==> config.mk <==
export PLATFORM = sky130hd
export DESIGN_NAME = lf_fsk_demod
export DESIGN_NICKNAME = d
export VERILOG_FILES = /design/src/rtl/lf_fsk_pkg.sv /design/src/rtl/lf_fsk_cycle_meter.sv /design/src/rtl/lf_fsk_tone_classifier.sv /design/src/rtl/lf_fsk_frame_window.sv /design/src/rtl/lf_fsk_demod.sv
export SDC_FILE = /design/constraint.sdc
export NUM_CORES = 1
export LEC_CHECK = 0
export ABC_CLOCK_PERIOD_IN_PS = 2750
export BUFFER_PORTS_ARGS = -buffer_cell sky130_fd_sc_hd__buf_4
export CORE_MARGIN = 2
export CORE_UTILIZATION = 63
export CTS_CLUSTER_SIZE = 20
export DETAILED_ROUTE_END_ITERATION = 6
export GPL_TIMING_DRIVEN = 0
export PLACE_DENSITY = 0.84
export SYNTH_ARGS = -nofsm -noshare
export SYNTH_HDL_FRONTEND = slang
export SYNTH_SLANG_ARGS = --single-unit
==> constraint.sdc <==
create_clock -name clk -period 2.75 [get_ports clk]
set_input_delay 0.1375 -clock clk [delete_from_list [all_inputs] [get_ports clk]]
set_output_delay 0.1375 -clock clk [all_outputs]
set_load 0.02 [all_outputs]
==> src/rtl/lf_fsk_pkg.sv <==
package lf_fsk_pkg;

    // Frame window geometry; positions are fixed by the frame format.
    localparam int FRAME_W   = 128;
    localparam int SOF_W     = 23;
    localparam logic [SOF_W-1:0] SOF_PAT = 23'h7E0000;
    localparam int START_LSB = 16;
    localparam int END_LSB   = 96;
    localparam int DATA_LSB  = 24;
    localparam int DATA_W    = 64;
    localparam int CHK_LSB   = 88;
    localparam int CHK_W     = 16;
    localparam int RW_BIT    = 111;
    localparam int IDENT_LSB = 112;
    localparam int IDENT_W   = 15;

    typedef enum logic [1:0] {
        ST_SYNC = 2'd0,
        ST_HUNT = 2'd1,
        ST_HOLD = 2'd2
    } dmod_state_e;

    typedef struct packed {
        logic one;
        logic zero;
        logic bad;
    } tone_sym_t;

    // Samples spanned by a group of carrier cycles at a given tone.
    function automatic int tone_span(input int fs, input int cyc, input int f);
        return (fs * cyc) / f;
    endfunction

endpackage

==> src/rtl/lf_fsk_cycle_meter.sv <==
module lf_fsk_cycle_meter #(
    parameter int CYC_PER_BIT = 16,
    parameter int SPAN_W      = 9
) (
    input  logic              clk,
    input  logic              rst_n,
    input  logic              smp_en,
    input  logic              din,
    input  logic              zero,
    input  logic              run,
    output logic              rise_o,
    output logic              meas_vld_o,
    output logic [SPAN_W-1:0] meas_span_o,
    output logic [SPAN_W-1:0] span_o
);

    localparam int CYC_W = (CYC_PER_BIT > 1) ? $clog2(CYC_PER_BIT) : 1;
    localparam logic [CYC_W-1:0]  CYC_LAST = CYC_W'(CYC_PER_BIT - 1);
    localparam logic [SPAN_W-1:0] SPAN_MAX = '1;

    logic              prev_q;
    logic [CYC_W-1:0]  cyc_q;
    logic [SPAN_W-1:0] span_q;
    logic [SPAN_W-1:0] span_inc;
    logic              rise;
    logic              close;

    assign rise     = smp_en & din & ~prev_q;
    assign span_inc = (span_q == SPAN_MAX) ? SPAN_MAX : span_q + 1'b1;
    assign close    = run & rise & (cyc_q == CYC_LAST);

    always_ff @(posedge clk or negedge rst_n) begin
        if (!rst_n) begin
            prev_q      <= 1'b1;
            cyc_q       <= '0;
            span_q      <= '0;
            meas_vld_o  <= 1'b0;
            meas_span_o <= '0;
        end else begin
            meas_vld_o <= close & ~zero;
            if (close) begin
                meas_span_o <= span_inc;
            end
            if (smp_en) begin
                prev_q <= din;
            end
            if (zero) begin
                cyc_q  <= '0;
                span_q <= '0;
            end else if (run && smp_en) begin
                if (close) begin
                    cyc_q  <= '0;
                    span_q <= '0;
                end else begin
                    span_q <= span_inc;
                    if (rise) begin
                        cyc_q <= cyc_q + 1'b1;
                    end
                end
            end
        end
    end

    assign rise_o = rise;
    assign span_o = span_q;

endmodule

==> src/rtl/lf_fsk_tone_classifier.sv <==
module lf_fsk_tone_classifier
    import lf_fsk_pkg::*;
#(
    parameter int SPAN_W  = 9,
    parameter int LO_SPAN = 259,
    parameter int HI_SPAN = 238,
    parameter int TOL     = 11
) (
    input  logic [SPAN_W-1:0] span,
    output tone_sym_t         sym
);

    localparam int ONE_MIN  = LO_SPAN - TOL;
    localparam int ONE_MAX  = LO_SPAN + TOL;
    localparam int ZERO_MIN = HI_SPAN - TOL;
    localparam int ZERO_MAX = HI_SPAN + TOL;

    int n;

    always_comb begin
        n        = int'(span);
        sym.one  = (n > ONE_MIN) && (n < ONE_MAX);
        sym.zero = !sym.one && (n > ZERO_MIN) && (n < ZERO_MAX);
        sym.bad  = !sym.one && !sym.zero;
    end

endmodule

==> src/rtl/lf_fsk_frame_window.sv <==
module lf_fsk_frame_window
    import lf_fsk_pkg::*;
(
    input  logic               clk,
    input  logic               rst_n,
    input  logic               clr,
    input  logic               shift_en,
    input  logic               bit_in,
    input  logic               drop,
    output logic [FRAME_W-1:0] sreg_o,
    output logic               hit_o
);

    logic [FRAME_W-1:0] sreg_q;

    always_ff @(posedge clk or negedge rst_n) begin
        if (!rst_n) begin
            sreg_q <= '0;
        end else if (clr) begin
            sreg_q <= '0;
        end else if (shift_en) begin
            if (drop) begin
                sreg_q <= '0;
            end else begin
                sreg_q <= {bit_in, sreg_q[FRAME_W-1:1]};
            end
        end
    end

    assign hit_o  = (sreg_q[SOF_W-1:0] == SOF_PAT) &&
                    (sreg_q[START_LSB +: 8] == sreg_q[END_LSB +: 8]);
    assign sreg_o = sreg_q;

endmodule

==> src/rtl/lf_fsk_demod.sv <==
module lf_fsk_demod
    import lf_fsk_pkg::*;
#(
    parameter int SAMPLE_HZ   = 2_000_000,
    parameter int LO_HZ       = 123_200,
    parameter int HI_HZ       = 134_200,
    parameter int CYC_PER_BIT = 16
) (
    input  logic              clk,
    input  logic              rst_n,
    input  logic              smp_en,
    input  logic              din,
    input  logic              restart,
    output logic              done,
    output logic [DATA_W-1:0] id_data,
    output logic [CHK_W-1:0]  id_check,
    output logic              rewritable,
    output logic              ident_ok
);

    localparam int LO_SPAN = tone_span(SAMPLE_HZ, CYC_PER_BIT, LO_HZ);
    localparam int HI_SPAN = tone_span(SAMPLE_HZ, CYC_PER_BIT, HI_HZ);
    localparam int TOL     = (LO_SPAN - HI_SPAN + 1) / 2;
    localparam int SPAN_W  = $clog2(LO_SPAN + TOL + 1);

    dmod_state_e        state_q;
    dmod_state_e        state_d;
    logic               rise;
    logic               meas_vld;
    logic [SPAN_W-1:0]  meas_span;
    logic [SPAN_W-1:0]  span_now;
    tone_sym_t          sym;
    logic               meas_bad;
    logic [FRAME_W-1:0] sreg;
    logic               hit;
    logic               in_hunt;

    assign in_hunt  = (state_q == ST_HUNT);
    assign meas_bad = sym.bad;

    lf_fsk_cycle_meter #(
        .CYC_PER_BIT (CYC_PER_BIT),
        .SPAN_W      (SPAN_W)
    ) u_meter (
        .clk         (clk),
        .rst_n       (rst_n),
        .smp_en      (smp_en),
        .din         (din),
        .zero        (restart | ~in_hunt),
        .run         (in_hunt),
        .rise_o      (rise),
        .meas_vld_o  (meas_vld),
        .meas_span_o (meas_span),
        .span_o      (span_now)
    );

    lf_fsk_tone_classifier #(
        .SPAN_W  (SPAN_W),
        .LO_SPAN (LO_SPAN),
        .HI_SPAN (HI_SPAN),
        .TOL     (TOL)
    ) u_class (
        .span (meas_span),
        .sym  (sym)
    );

    lf_fsk_frame_window u_window (
        .clk      (clk),
        .rst_n    (rst_n),
        .clr      (restart | (state_q == ST_SYNC)),
        .shift_en (meas_vld & in_hunt),
        .bit_in   (sym.one),
        .drop     (~(sym.one | sym.zero)),
        .sreg_o   (sreg),
        .hit_o    (hit)
    );

    // State register
    always_ff @(posedge clk or negedge rst_n) begin
        if (!rst_n) begin
            state_q <= ST_SYNC;
        end else begin
            state_q <= state_d;
        end
    end

    // Next-state logic
    always_comb begin
        state_d = state_q;
        unique case (state_q)
            ST_SYNC: if (rise) state_d = ST_HUNT;
            ST_HUNT: if (hit)  state_d = ST_HOLD;
            ST_HOLD: state_d = ST_HOLD;
            default: state_d = ST_SYNC;
        endcase
        if (restart) begin
            state_d = ST_SYNC;
        end
    end

    // Output registers
    always_ff @(posedge clk or negedge rst_n) begin
        if (!rst_n) begin
            done       <= 1'b0;
            id_data    <= '0;
            id_check   <= '0;
            rewritable <= 1'b0;
            ident_ok   <= 1'b0;
        end else if (restart) begin
            done       <= 1'b0;
            id_data    <= '0;
            id_check   <= '0;
            rewritable <= 1'b0;
            ident_ok   <= 1'b0;
        end else begin
            done <= 1'b0;
            if (in_hunt && hit) begin
                done       <= 1'b1;
                id_data    <= sreg[DATA_LSB +: DATA_W];
                id_check   <= sreg[CHK_LSB +: CHK_W];
                rewritable <= sreg[RW_BIT];
                ident_ok   <= sreg[RW_BIT] &&
                              (sreg[IDENT_LSB +: IDENT_W] == sreg[DATA_LSB +: IDENT_W]);
            end
        end
    end

endmodule

==> summary by stage, run 1 <==
Global routing
For this run, global-route usage on met1 was measured as 0.405. In the global route stage, met3 resource usage came out at 0.0364. Entering global routing, the biggest net connects 127 pins. The via count of the first global-routing pass is 6,210. The number of antenna violations at the first check in global routing is 0. In the global route stage, met2 resource usage came out at 0.447.

The aggregate global routing overflow is 0. met2 is the most crowded layer. The total global-route track usage is 0.277. The global-route wire length before repair is 33,200 microns.

STA
The fraction of the cycle the final worst path needs is 0.943. Hold is met by 0.0587 ns. The final-report hold violation count came to 0. The number of failing setup endpoints in the final timing report is 0. Clock skew on the completed layout was measured at 0.0259 ns. The worst pin sits at a relative slew slack of 0.404. The final setup slack of the worst path is 0.158 ns. Setup repair after global routing left no endpoint under its margin. Subtracting the final worst setup slack from the clock period gives 2.59 ns. The number of max-slew violations in the final report is 0. The maximum clock rate is 386 MHz. For the pin with the worst max-slew slack, the measured transition is 0.894 ns.

Layout
The number of antenna repair diodes is 0. For this run, the post-layout net count is 778. The ratio of cells with drive above 1 in the final layout is 0.178. The final instance area is 10,700 sq um.

Leaving out filler cells and counting taps, the final layout contains 961. The area growth from synthesis to layout is 19.0%.

Die
The vertical die dimension is 123 microns. The horizontal extent of the die is 123 microns. The standard cell core area is 13,900 sq um.

The initial utilization of the core area, before any placement, comes to 0.646. The full die area is 15,200 sq um. The number of placement rows is 43.

For this design the top-level I/O count stands at 88.

Placement
The weighted congestion reported at the end of routability-driven placement is 0.903. The placed instance count is 919. The post-detailed-placement cell area is 9880 sq um. The post-detailed-placement half-perimeter wirelength is 12,700 microns. The count of input and output buffers is 86.

The setup slack after placement is 0.157 ns.

Hold path
The path type of the worst min-delay path is input pin to flop. The worst hold path terminates at u_meter.meas_vld_o. The worst hold path passes through 3 cells. The source of the worst hold timing path is smp_en.

Status
The flow ran to the end, and the final reports show no timing, DRC or antenna violations.

Synthesis
The post-synthesis average cell area is 13.8 sq um. The number of cells produced by synthesis is 652. The number of warning messages in the yosys log is 0.

The post-synthesis sequential area ratio is 0.661. The number of nets in the synthesized netlist is 662. The number of storage elements in the synthesis netlist is 237. After synthesis, the netlist uses 37 different library cells.

The mapped netlist covers 8970 sq um. The share of synthesized registers carrying an async set or reset is 1.00. Yosys mapped a number of flops with a built-in enable equal to 0.

The most frequently used flop master after synthesis is dfrtp_1.

Worst setup path
The number of cell instances on the worst register-to-register path is 6. The arrival time at the worst endpoint is 3.03 ns. The worst register-to-register path begins at u_meter.meas_span_o[6]. Of all nets on the critical path, the largest fanout is 10. The critical path endpoint category is a flop. The required time at the worst-slack endpoint is 3.19 ns.

The startpoint-to-endpoint class of the critical path is flop to flop. The endpoint of the most critical register-to-register path is u_window.sreg_o[82]. STA classifies the critical path startpoint as a flop. The setup check on the worst reg-to-reg path leaves a slack of 0.16 ns.

Power and ir drop
The overall power consumption is 7.11 mW. IR analysis of the VDD net gives a maximum drop of 558 uV. The power density over the cells is 666 nW/um^2. The analysis attributes to cell leakage a power of 5.42 nW.

Clock network
The buffer depth of the longest clock path is 3. The clock latency on the worst-skew pair is 0.52 ns. The clock tree from TritonCTS is built. The CTS root buffer is clkbuf_16.

The total clock sinks is 237. Counting the buffers created by CTS gives 24. The clock-pin slew on the worst setup and hold paths is 0.06 ns. In this run the number of H-tree levels came out at 1.

Route
The final antenna-violating net count is 0. For this run, design rule violations remaining after detail routing come to 0. The first detailed-routing pass took 4 iterations. The detailed router placed 6,268 vias in this run. Dividing the detail-routed via count by the number of cells gives 6.52. The final wirelength is 20,500 microns. The detailed router finished its first iteration with 689 violations. After detailed routing, the average wire length per cell comes to 21.3 microns.

Flow run
Across the run, the number of max-cap violations was 0.
registers in the layout, indices dropped and copies added (netlist names):
signal and flops:
u_meter.cyc_q 4, u_window.sreg_o 128, u_meter.meas_span_o 9, u_meter.prev_q 1, id_data 64, id_check 16, rewritable 1, done 1
ident_ok 1, u_meter.span_o 9, state_q 2, u_meter.meas_vld_o 1
critical path: stages (launching register included):
cell and delay [ns]:
dfrtp_1 0.39, nor4_1 0.32, nand3_1 0.21, a2111oi_4 0.79, buf_2 0.37, buf_2 0.27, a22o_1 0.17
worst max path at each step:
stage / start / endpoint / slack [ns]
after global routing: u_meter.meas_span_o[6] / u_window.sreg_o[82] / 0.05
after CTS: u_window.sreg_o[5] / id_check[6] / 0.02
final: u_meter.meas_span_o[6] / u_window.sreg_o[82] / 0.16
after global placement: rst_n / u_meter.span_o[1] / -0.02
after detailed placement: u_window.sreg_o[20] / rewritable / 0.16
after floorplan: u_meter.meas_span_o[6] / u_window.sreg_o[55] / 0.85
layer usage:
metal | vias up | routed length, microns
met4 | 0 | 377
met5 | - | 0
li1 | 2716 | -
met1 | 3315 | 8820
met2 | 207 | 10300
met3 | 30 | 965
cells in the final DEF, fill, tap and decap left out, types with 12 or more instances in the layout:
master	count
a22o_1	202
buf_2	13
clkbuf_16	24
clkbuf_1	41
nor2_1	23
buf_4	85
o21ai_0	12
xor2_1	13
dfrtp_1	236
xnor2_1	16
synth_stat cells, drive strengths merged (2+ instances only):
cell,number,area [sq um]
nor2,23,86.3
nor3,4,20.0
a21o,10,75.1
inv,4,15.0
xor2,13,114
and3,4,25.0
or3,2,12.5
nand2b,3,18.8
dfrtp,236,5910
nand3,7,35.0
a2111oi,2,36.3
nand3b,2,15.0
a22o,202,1770
nor4,8,50.1
mux2i,3,30.0
o21ai,13,65.1
a21oi,10,50.1
xnor2,16,140
nand4,5,31.3
clkbuf,36,135
and2,2,12.5
nor2b,3,18.8
nand2,9,33.8
buf,13,65.1
and4,2,17.5
ha,5,62.6
a31oi,7,43.8
cell families (layout without fill, tap and decap cells):
group	count (synthesis)	after routing	synth area share
DFF	237	237	0.661
adders and majority gates	5	5	0.00697
and+or+nand+nor	78	78	0.0460
AOI/OAI and AO/OA	246	246	0.229
xor gates and xnor gates	29	29	0.0283
buffers and inverters	53	182	0.0240
muxes	4	4	0.00460
through the flow:
step	setup TNS (ns)	util
floorplan	0	-
global placement	-1.30	0.709
detailed placement	0	0.712
CTS	0	0.768
global route	0	0.769
finish	0	0.769
area by class of cell:
type	count	area (sq um)
flip-flops and latches	237	5930
fillers	833	3200
multi-input cells	362	2840
repair buffers	90	711
clock buffers	35	702
well taps	180	225
plain buffers	49	200
clock inverters	4	56.3
inverters	4	15.0
report_power, final:
part / total, mW / switching [mW] / internal, mW
registers: 3.52 / 0.0117 / 3.50
logic: 0.468 / 0.379 / 0.0887
clock network: 3.12 / 1.27 / 1.85
total: 7.11 / 1.66 / 5.44
repair_timing:
action | in CTS | in global routing
setup buffers | 0 | 0
hold buffers | 3 | 0
endpoints found under the setup margin | 0 | 51
endpoints found under the hold margin | 125 | 0
resized for setup | 0 | 2
No activity file was read; power rests on OpenSTA's default activity.
==> run 2, diff against run 1 <==
- ABC_AREA: default -> 1
- CORE_UTILIZATION: 63 -> 64
- PLACE_DENSITY: 0.84 -> 0.85
==> run 2 against run 1 <==
Worst setup slack gained 0.18 ns. Die area is 9.8% higher. Worst hold slack better by 0.058 ns. Final cell count up 57%. Highest routed layer unchanged. Fmax grew 7.7%. Design area up 11%. Count of clock-buffer cells in the layout down 4. Wire length is 9.8% higher. Via count rose by 32%. Sequential power is essentially flat. Flip-flop and latch count did not move. Core utilization up 0.72 points.
==> summary by stage, run 2 <==
Status
The flow ran to the end, and the final reports show no timing, DRC or antenna violations.

STA
Setup repair after global routing left no endpoint under its margin. The number of max-slew violations in the final report is 0. Dividing the final minimum period by the clock period gives 0.876. The transition time at the pin with the least slew margin is 0.882 ns. Setup violations remaining at the end of the flow were counted as 0. Static timing analysis puts the maximum clock frequency at 415 MHz.

Subtracting the final worst setup slack from the clock period gives 2.41 ns. The worst max-slew margin expressed relative to the limit is 0.412. On the final layout, the worst clock skew is 0.0133 ns. The final-report hold violation count is 0. The sum of negative setup slack is 0 ns.

Synthesis
The number of nets in the synthesized netlist is 1,178. In this run the mean area of a mapped cell was 8.59 sq um. Among all cell types in the netlist, the one instantiated most often is nand2_1.

The distinct cell type count of the synthesized netlist is 32. In the synthesized netlist the dominant register cell turns out to be dfrtp_1. Of all cell types, the one taking the most synthesized area is dfrtp_1. Of the post-synthesis cell area, the dominant cell type holds 0.588. The commonest cells after synthesis are nand2_1 (461), dfrtp_1 (236), nand3_1 (228). After synthesis the cells add up to 10,000 sq um.

The simple-gate portion of the synthesized area is 0.313. The fraction of the mapped netlist area in adder cells is 0.00623. Of all flip-flops after synthesis, the portion carrying an async set or reset was 1.00. After synthesis, the largest family of logic cells by area is simple AND/OR/NAND/NOR gates. Counting flops with a built-in enable in the synthesized netlist gives 0. By area the synthesized netlist is led by dfrtp_1 (59%), nand2_1 (17%), nand3_1 (11%).

For this run, the register share of the synthesized area comes to 0.591. The compound-cell area share of the yosys netlist came to 0.0228. In this run, synthesis produced a sequential element count of 237. During synthesis, Yosys emitted a total of 0 warnings. Measured against the total synthesized area, the mux share comes to 0.000997.

Synthesis produced 1,168 cells. Of the total synthesized cell area, the portion taken by XOR and XNOR cells is 0.0166.

Route
For this block, the initial DRC count from the detailed router was 741. The final wirelength is 22,500 microns. After detailed routing, the average wire length per cell comes to 14.9 microns. The final antenna-violating net count is 0. Detailed routing inserted a total of 8,266 vias. The detailed-routing iteration count for the pre-antenna-repair pass is 5.

Dividing the detail-routed via count by the number of cells gives 5.47. After detailed routing, the number of remaining DRC violations is 0.

Clock network
The total clock sinks is 237. The clock-pin slew on the worst setup and hold paths is 0.06 ns. The clock latency on the worst-skew pair is 0.50 ns. The number of clock buffers inserted by TritonCTS is 23.

The buffer depth of the longest clock path is 3. The number of setup buffers added after CTS is 0. In this run the number of H-tree levels came out at 1.

TritonCTS built the clock tree. The tree is rooted in a clkbuf_16.

Global routing
The met1 capacity usage during global routing is 0.389. In this run the most used layer during global routing was met2. The maximum number of pins on one net before global-route repair is 86.

In the global route stage, met2 resource usage came out at 0.457. The met3 track demand over resource is 0.0434. For this run, the total global-route usage over all layers was measured as 0.276. The aggregate global routing overflow is 0. The first global-routing pass estimated 37,300 microns of wire.

The number of antenna violations at the first check in global routing is 0. The via count of the first global-routing pass is 7,848.

Power and ir drop
The share of power burned in combinational logic is 0.062. The share of total power dissipated in sequential elements is 0.484. The internal power of the cells totals 5.62 mW.

The switching share of power is 0.226. The analysis attributes to net switching a power of 1.64 mW. The worst-case IR drop observed on VDD is 600 uV. Summed over all cells, the static leakage comes to 6.60 nW.

Dividing total power by cell area gives a power density of 613 nW/um^2. The share of total power dissipated in the clock network is 0.454.

Placement
Port buffering added 87 buffers. The post-detailed-placement cell area is 11,000 sq um. Summed over all nets, the half-perimeter wirelength after detailed placement is 14,700 microns. At the end of routability-driven placement, the weighted congestion stood at 0.919.

Worst setup path
The setup check on the worst reg-to-reg path leaves a slack of 0.34 ns. The startpoint-to-endpoint class of the critical path is flop to flop. Measured in cells, the most critical reg-to-reg path has a length of 9. Of all nets on the critical path, the largest fanout is 10. For the worst setup path, the data required time is 3.18 ns. The worst setup path is captured at a flop.

The kind of launch point of the worst setup path is a flop. For the worst setup path, the data arrival time is 2.84 ns.

Layout
The number of flip-flops in the largest register is 128. Of the cells placed in the final design, the portion with a size suffix greater than 1 is 0.120. The final instance area is 11,800 sq um. The layout overhead on the synthesized area is 18.0%.

The library cells used most frequently in the layout, excluding fill and tap cells, are nand2_1 (461), dfrtp_1 (236), nand3_1 (228). The commonest non-fill, non-tap cell in the layout is nand2_1. The final net count is 1,296. The layout has 1,033 filler cells. Once layout is complete, the utilization of the core stands at 0.776.

The number of antenna repair diodes is 0.

Die
The initial utilization of the core area, before any placement, comes to 0.658. The floorplan has 45 rows. The standard cell core area is 15,300 sq um.

The die is 129 microns tall. The full die area is 16,700 sq um. The horizontal extent of the die is 129 microns. 88 I/O pins were placed.

Flow run
The max capacitance violation total is 0.

Hold path
The path type of the worst min-delay path is input pin to flop. The worst hold path was traced through 5 stages.
-- run 2: cell types whose count changed in the layout (fill, tap and decap cells not counted), sizes merged, moves of 7 or more --
cell | previous run | this run
inv | 4 | 51
nand3 | 7 | 229
a21o | 10 | 0
nor2 | 23 | 39
a31oi | 7 | 0
o21ai | 13 | 35
a22o | 202 | 0
buf | 100 | 123
nand2 | 9 | 462
clkbuf | 71 | 63
a21oi | 10 | 2
-- run 2: logic make-up after synthesis --
group                    Yosys count
multiplexers                       1
buffers and inverters            117
flip-flops                       237
XOR/XNOR                          19
adder cells (fa/ha/maj)            5
AND/OR/NAND/NOR                  746
AO/OA/AOI/OAI                     43
-- run 2: final timing paths --
| check | from | to |
|---|---|---|
| setup / recovery | state_q[1] | u_window.sreg_o[62] |
| min in group asynchronous | rst_n | id_data[6] |
| setup reg to reg | state_q[1] | u_window.sreg_o[62] |
| hold / removal | din | u_meter.cyc_q[0] |
| hold reg to reg | u_meter.meas_span_o[7] | u_meter.meas_span_o[7] |
| max in group asynchronous | rst_n | u_meter.prev_q |
-- run 2: what timing repair did --
action | in CTS | in global routing
gates resized for setup | 0 | 0
hold endpoints to repair | 74 | 0
hold buffers | 4 | 0
-- run 2: final cells by class --
| class | instances | area, sq um | share of cell area |
|---|---|---|---|
| Buffer | 66 | 304 | 0.0257 |
| Sequential cell | 237 | 5930 | 0.501 |
| Inverter | 51 | 191 | 0.0162 |
| Tap cell | 211 | 264 | 0.0223 |
| Clock buffer | 31 | 646 | 0.0545 |
| Multi-Input combinational cell | 814 | 3610 | 0.305 |
| Timing Repair Buffer | 93 | 756 | 0.0638 |
| Clock inverter | 9 | 145 | 0.0123 |
-- run 2: worst max-delay path: stages (launching register included) --
cell	delay (ns)
dfrtp_1	0.35
inv_1	0.08
ha_1	0.26
nand2_1	0.12
nand2_1	0.19
inv_1	0.19
clkbuf_1	0.52
clkbuf_1	0.42
nand2_1	0.12
nand2_1	0.10
-- run 2: power by group through the flow --
stage / logic [mW] / registers [mW] / clock network (mW)
3_5_place_dp: 0.440 / 3.58 / 0
5_1_grt: 0.509 / 3.51 / 3.48
4_1_cts: 0.450 / 3.52 / 3.34
6_report: 0.453 / 3.52 / 3.29
3_3_place_gp: 0.425 / 3.58 / 0
2_1_floorplan: 0.266 / 3.58 / 0
-- run 2: stage by stage --
stage	power (mW)	hold slack, ns	instances	setup slack (ns)
detailed placement	4.02	0.126	1468	0.415
floorplan	3.84	-0.158	1168	1.10
global placement	4.01	0.328	1466	-0.176
global route	7.50	0.186	1512	0.168
CTS	7.30	0.110	1512	0.376
finish	7.26	0.117	1512	0.342
-- run 2: per-layer routing --
layer / up-vias / share of wire
li1: 3989 / -
met1: 3970 / 0.44
met2: 264 / 0.48
met3: 43 / 0.055
met4: 0 / 0.020
met5: - / 0
==> run 3, diff against run 2 <==
- ABC_AREA: 1 -> default
- CORE_UTILIZATION: 64 -> 63
- MAX_ROUTING_LAYER: default -> met4
- PLACE_DENSITY: 0.85 -> 0.84
==> run 3 against run 2 <==
First-iteration DRC count down 12%. Clock power down 5%. Power down 2.3%. Global-route usage up 0.97 points. Fmax down 6.5%. Count of clock-buffer cells in the layout up 4. Sequential share of layout area up 5.5 points. Design area down 9.9%. Non-clock buffer count down 20. Worst setup slack worse by 0.17 ns. Critical path type unchanged. Largest power group unchanged.
==> summary by stage, run 3 (synthesis results as in run 1) <==
Status
The flow ran to the end, and the final reports show no timing, DRC or antenna violations.

Clock network
Counting the buffers created by CTS gives 24. After clock tree synthesis, the clock-pin slew on the worst setup and hold paths is 0.06 ns. Clock tree synthesis selected as its root buffer the cell clkbuf_16. For this design, the sink count on the clock tree is 237. The clock tree from TritonCTS is built. CTS built an H-tree with a depth of 1.

At the later pin of the worst-skew pair, clock insertion delay measures 0.52 ns. The buffer depth of the longest clock path is 3.

Route
The routed design has 20,400 microns of wire. After detailed routing, the average wire length per cell comes to 21.3 microns. After detailed routing, the number of vias per cell comes to 6.51. The post-detailed-route DRC marker count is 0. The first TritonRoute pass finished after 5 iterations.

The final antenna-violating net count is 0. After the first detailed-routing iteration, the DRC count stood at 651. Across all layers, the routed design uses 6,260 vias.

Power and ir drop
The worst vdd rail ir drop is 553 uV. The design draws 7.10 mW. The internal power of the cells totals 5.44 mW. The share of power burned in combinational logic is 0.066. The power density over the cells is 665 nW/um^2.

Of the total power, registers draw 0.496. Of the total power, the share spent switching nets is 0.233. The leakage power summed over all cells is 5.42 nW. Of the total power, the clock network draws 0.438. The switching power is 1.65 mW.

Worst setup path
In this run the worst path has a maximum fanout of 10. STA classifies the critical path startpoint as a flop. Measured in cells, the most critical reg-to-reg path has a length of 6. The startpoint-to-endpoint class of the critical path is flop to flop. The start of the worst register-to-register path is u_meter.meas_span_o[6]. The arrival time at the worst endpoint is 3.01 ns.

The worst reg-to-reg setup slack is 0.18 ns. The worst setup path is captured at a flop. Data on the critical path is required at its endpoint by 3.19 ns.

The endpoint of the most critical register-to-register path is u_window.sreg_o[82].

Layout
The final net count is 778. Leaving out fill and tap cells, the most frequent cells in the layout are dfrtp_1 (236), a22o_1 (202), buf_4 (85). The ratio of cells with drive above 1 in the final layout is 0.178.

The finished cells cover 10,700 sq um. The number of antenna repair diodes is 0. The number of flip-flops in the largest register is 128. The library cell used most frequently in the layout, excluding fill and tap cells, is dfrtp_1. Counting the fill cells in the layout gives 833. The final non-filler cell total is 961. From synthesis to final layout, the design area changed by 19.0%.

STA
For the pin with the worst max-slew slack, the measured transition is 0.897 ns. In this run the tightest slew margin relative to its limit is 0.402. The number of max-slew violations in the final report came to 0.

Setup repair after global routing left no endpoint under its margin. The final-report hold violation count came to 0. Setup violations remaining at the end of the flow were counted as 0. Clock skew on the completed layout was measured at 0.0256 ns. Of the available clock period, the critical path in the final layout requires 0.936. The smallest hold slack is 0.0593 ns. The maximum clock rate is 388 MHz.

The shortest period the worst path allows is 2.57 ns.

Global routing
The via count of the first global-routing pass is 6,232. The total global-route track usage is 0.285. Global routing finished with a remaining overflow of 0.

The number of antenna violations at the first check in global routing was 0. The maximum number of pins on one net before global-route repair is 127. The first global-routing pass estimated 33,200 microns of wire.

Die
The count of boundary I/O pins is 88. The core region is 13,900 sq um. The horizontal extent of the die is 123 microns. The initialized floorplan defines 43 standard-cell rows. The starting density of the core is 0.646. The vertical die dimension is 123 microns.

The die covers 15,200 sq um.

Placement
The post-detailed-placement cell area is 9880 sq um. Routability-driven placement finished with a final weighted congestion of 0.919. The post-detailed-placement half-perimeter wirelength is 12,700 microns. The count of buffers added on input and output ports is 86.

After detailed placement, the design holds a cell count of 919.

Hold path
The source of the worst hold timing path is smp_en. The worst hold path passes through 3 cells. The path type of the worst min-delay path is input pin to flop. The path with the worst hold slack has its endpoint at u_meter.meas_vld_o.

Flow run
The tool flagged a number of max-cap violations equal to 0.
[run 3: through the flow]
step	util	TNS, ns	setup WS [ns]
floorplan	-	0	0.848
global placement	0.709	-1.30	-0.0181
detailed placement	0.712	0	0.157
CTS	0.768	0	0.0232
global route	0.769	0	0.0484
finish	0.769	0	0.175
[run 3: per-layer routing]
metal	part of all wire	routed length, microns	vias up	track usage
met3	0.052	1070	37	0.0364
li1	-	-	2708	-
met5	0	0	-	-
met4	0.021	425	0	0.0710
met2	0.50	10200	231	0.448
met1	0.43	8700	3284	0.404
[run 3: how the worst max path moves through the flow]
stage / startpoint / slack (ns) / endpoint / cells after the start
6_report: u_meter.meas_span_o[6] / 0.18 / u_window.sreg_o[82] / 6
3_3_place_gp: rst_n / -0.02 / u_meter.span_o[1] / 1
3_5_place_dp: u_window.sreg_o[20] / 0.16 / rewritable / 6
5_1_grt: u_meter.meas_span_o[6] / 0.05 / u_window.sreg_o[82] / 6
4_1_cts: u_window.sreg_o[5] / 0.02 / id_check[6] / 6
2_1_floorplan: u_meter.meas_span_o[6] / 0.85 / u_window.sreg_o[55] / 6
[run 3: final cells by class]
class | count | area (sq um) | area share
clock buffer | 35 | 702 | 0.0657
sequential | 237 | 5930 | 0.556
inverter | 4 | 15.0 | 0.00141
tap | 180 | 225 | 0.0211
buffer | 49 | 200 | 0.0188
clock inverter | 4 | 56.3 | 0.00527
multi-input combinational | 362 | 2840 | 0.266
timing repair buffer | 90 | 711 | 0.0666
[run 3: critical path, stage by stage (launching register included)]
cell and delay, ns:
dfrtp_1 0.39, nor4_1 0.32, nand3_1 0.21, a2111oi_4 0.78
buf_2 0.37, buf_2 0.27, a22o_1 0.17
[run 3: power by group through the flow]
stage / sequential [mW] / combinational (mW) / clock, mW
2_1_floorplan: 3.58 / 0.267 / 0
3_3_place_gp: 3.58 / 0.409 / 0
3_5_place_dp: 3.58 / 0.448 / 0
4_1_cts: 3.52 / 0.465 / 3.17
5_1_grt: 3.52 / 0.518 / 3.31
6_report: 3.52 / 0.469 / 3.11
[run 3: what timing repair did]
action | CTS | global route
setup buffers | 0 | 0
setup endpoints to repair | 0 | 51
hold endpoints to repair | 125 | 0
hold buffers | 3 | 0
resized for setup | 0 | 2
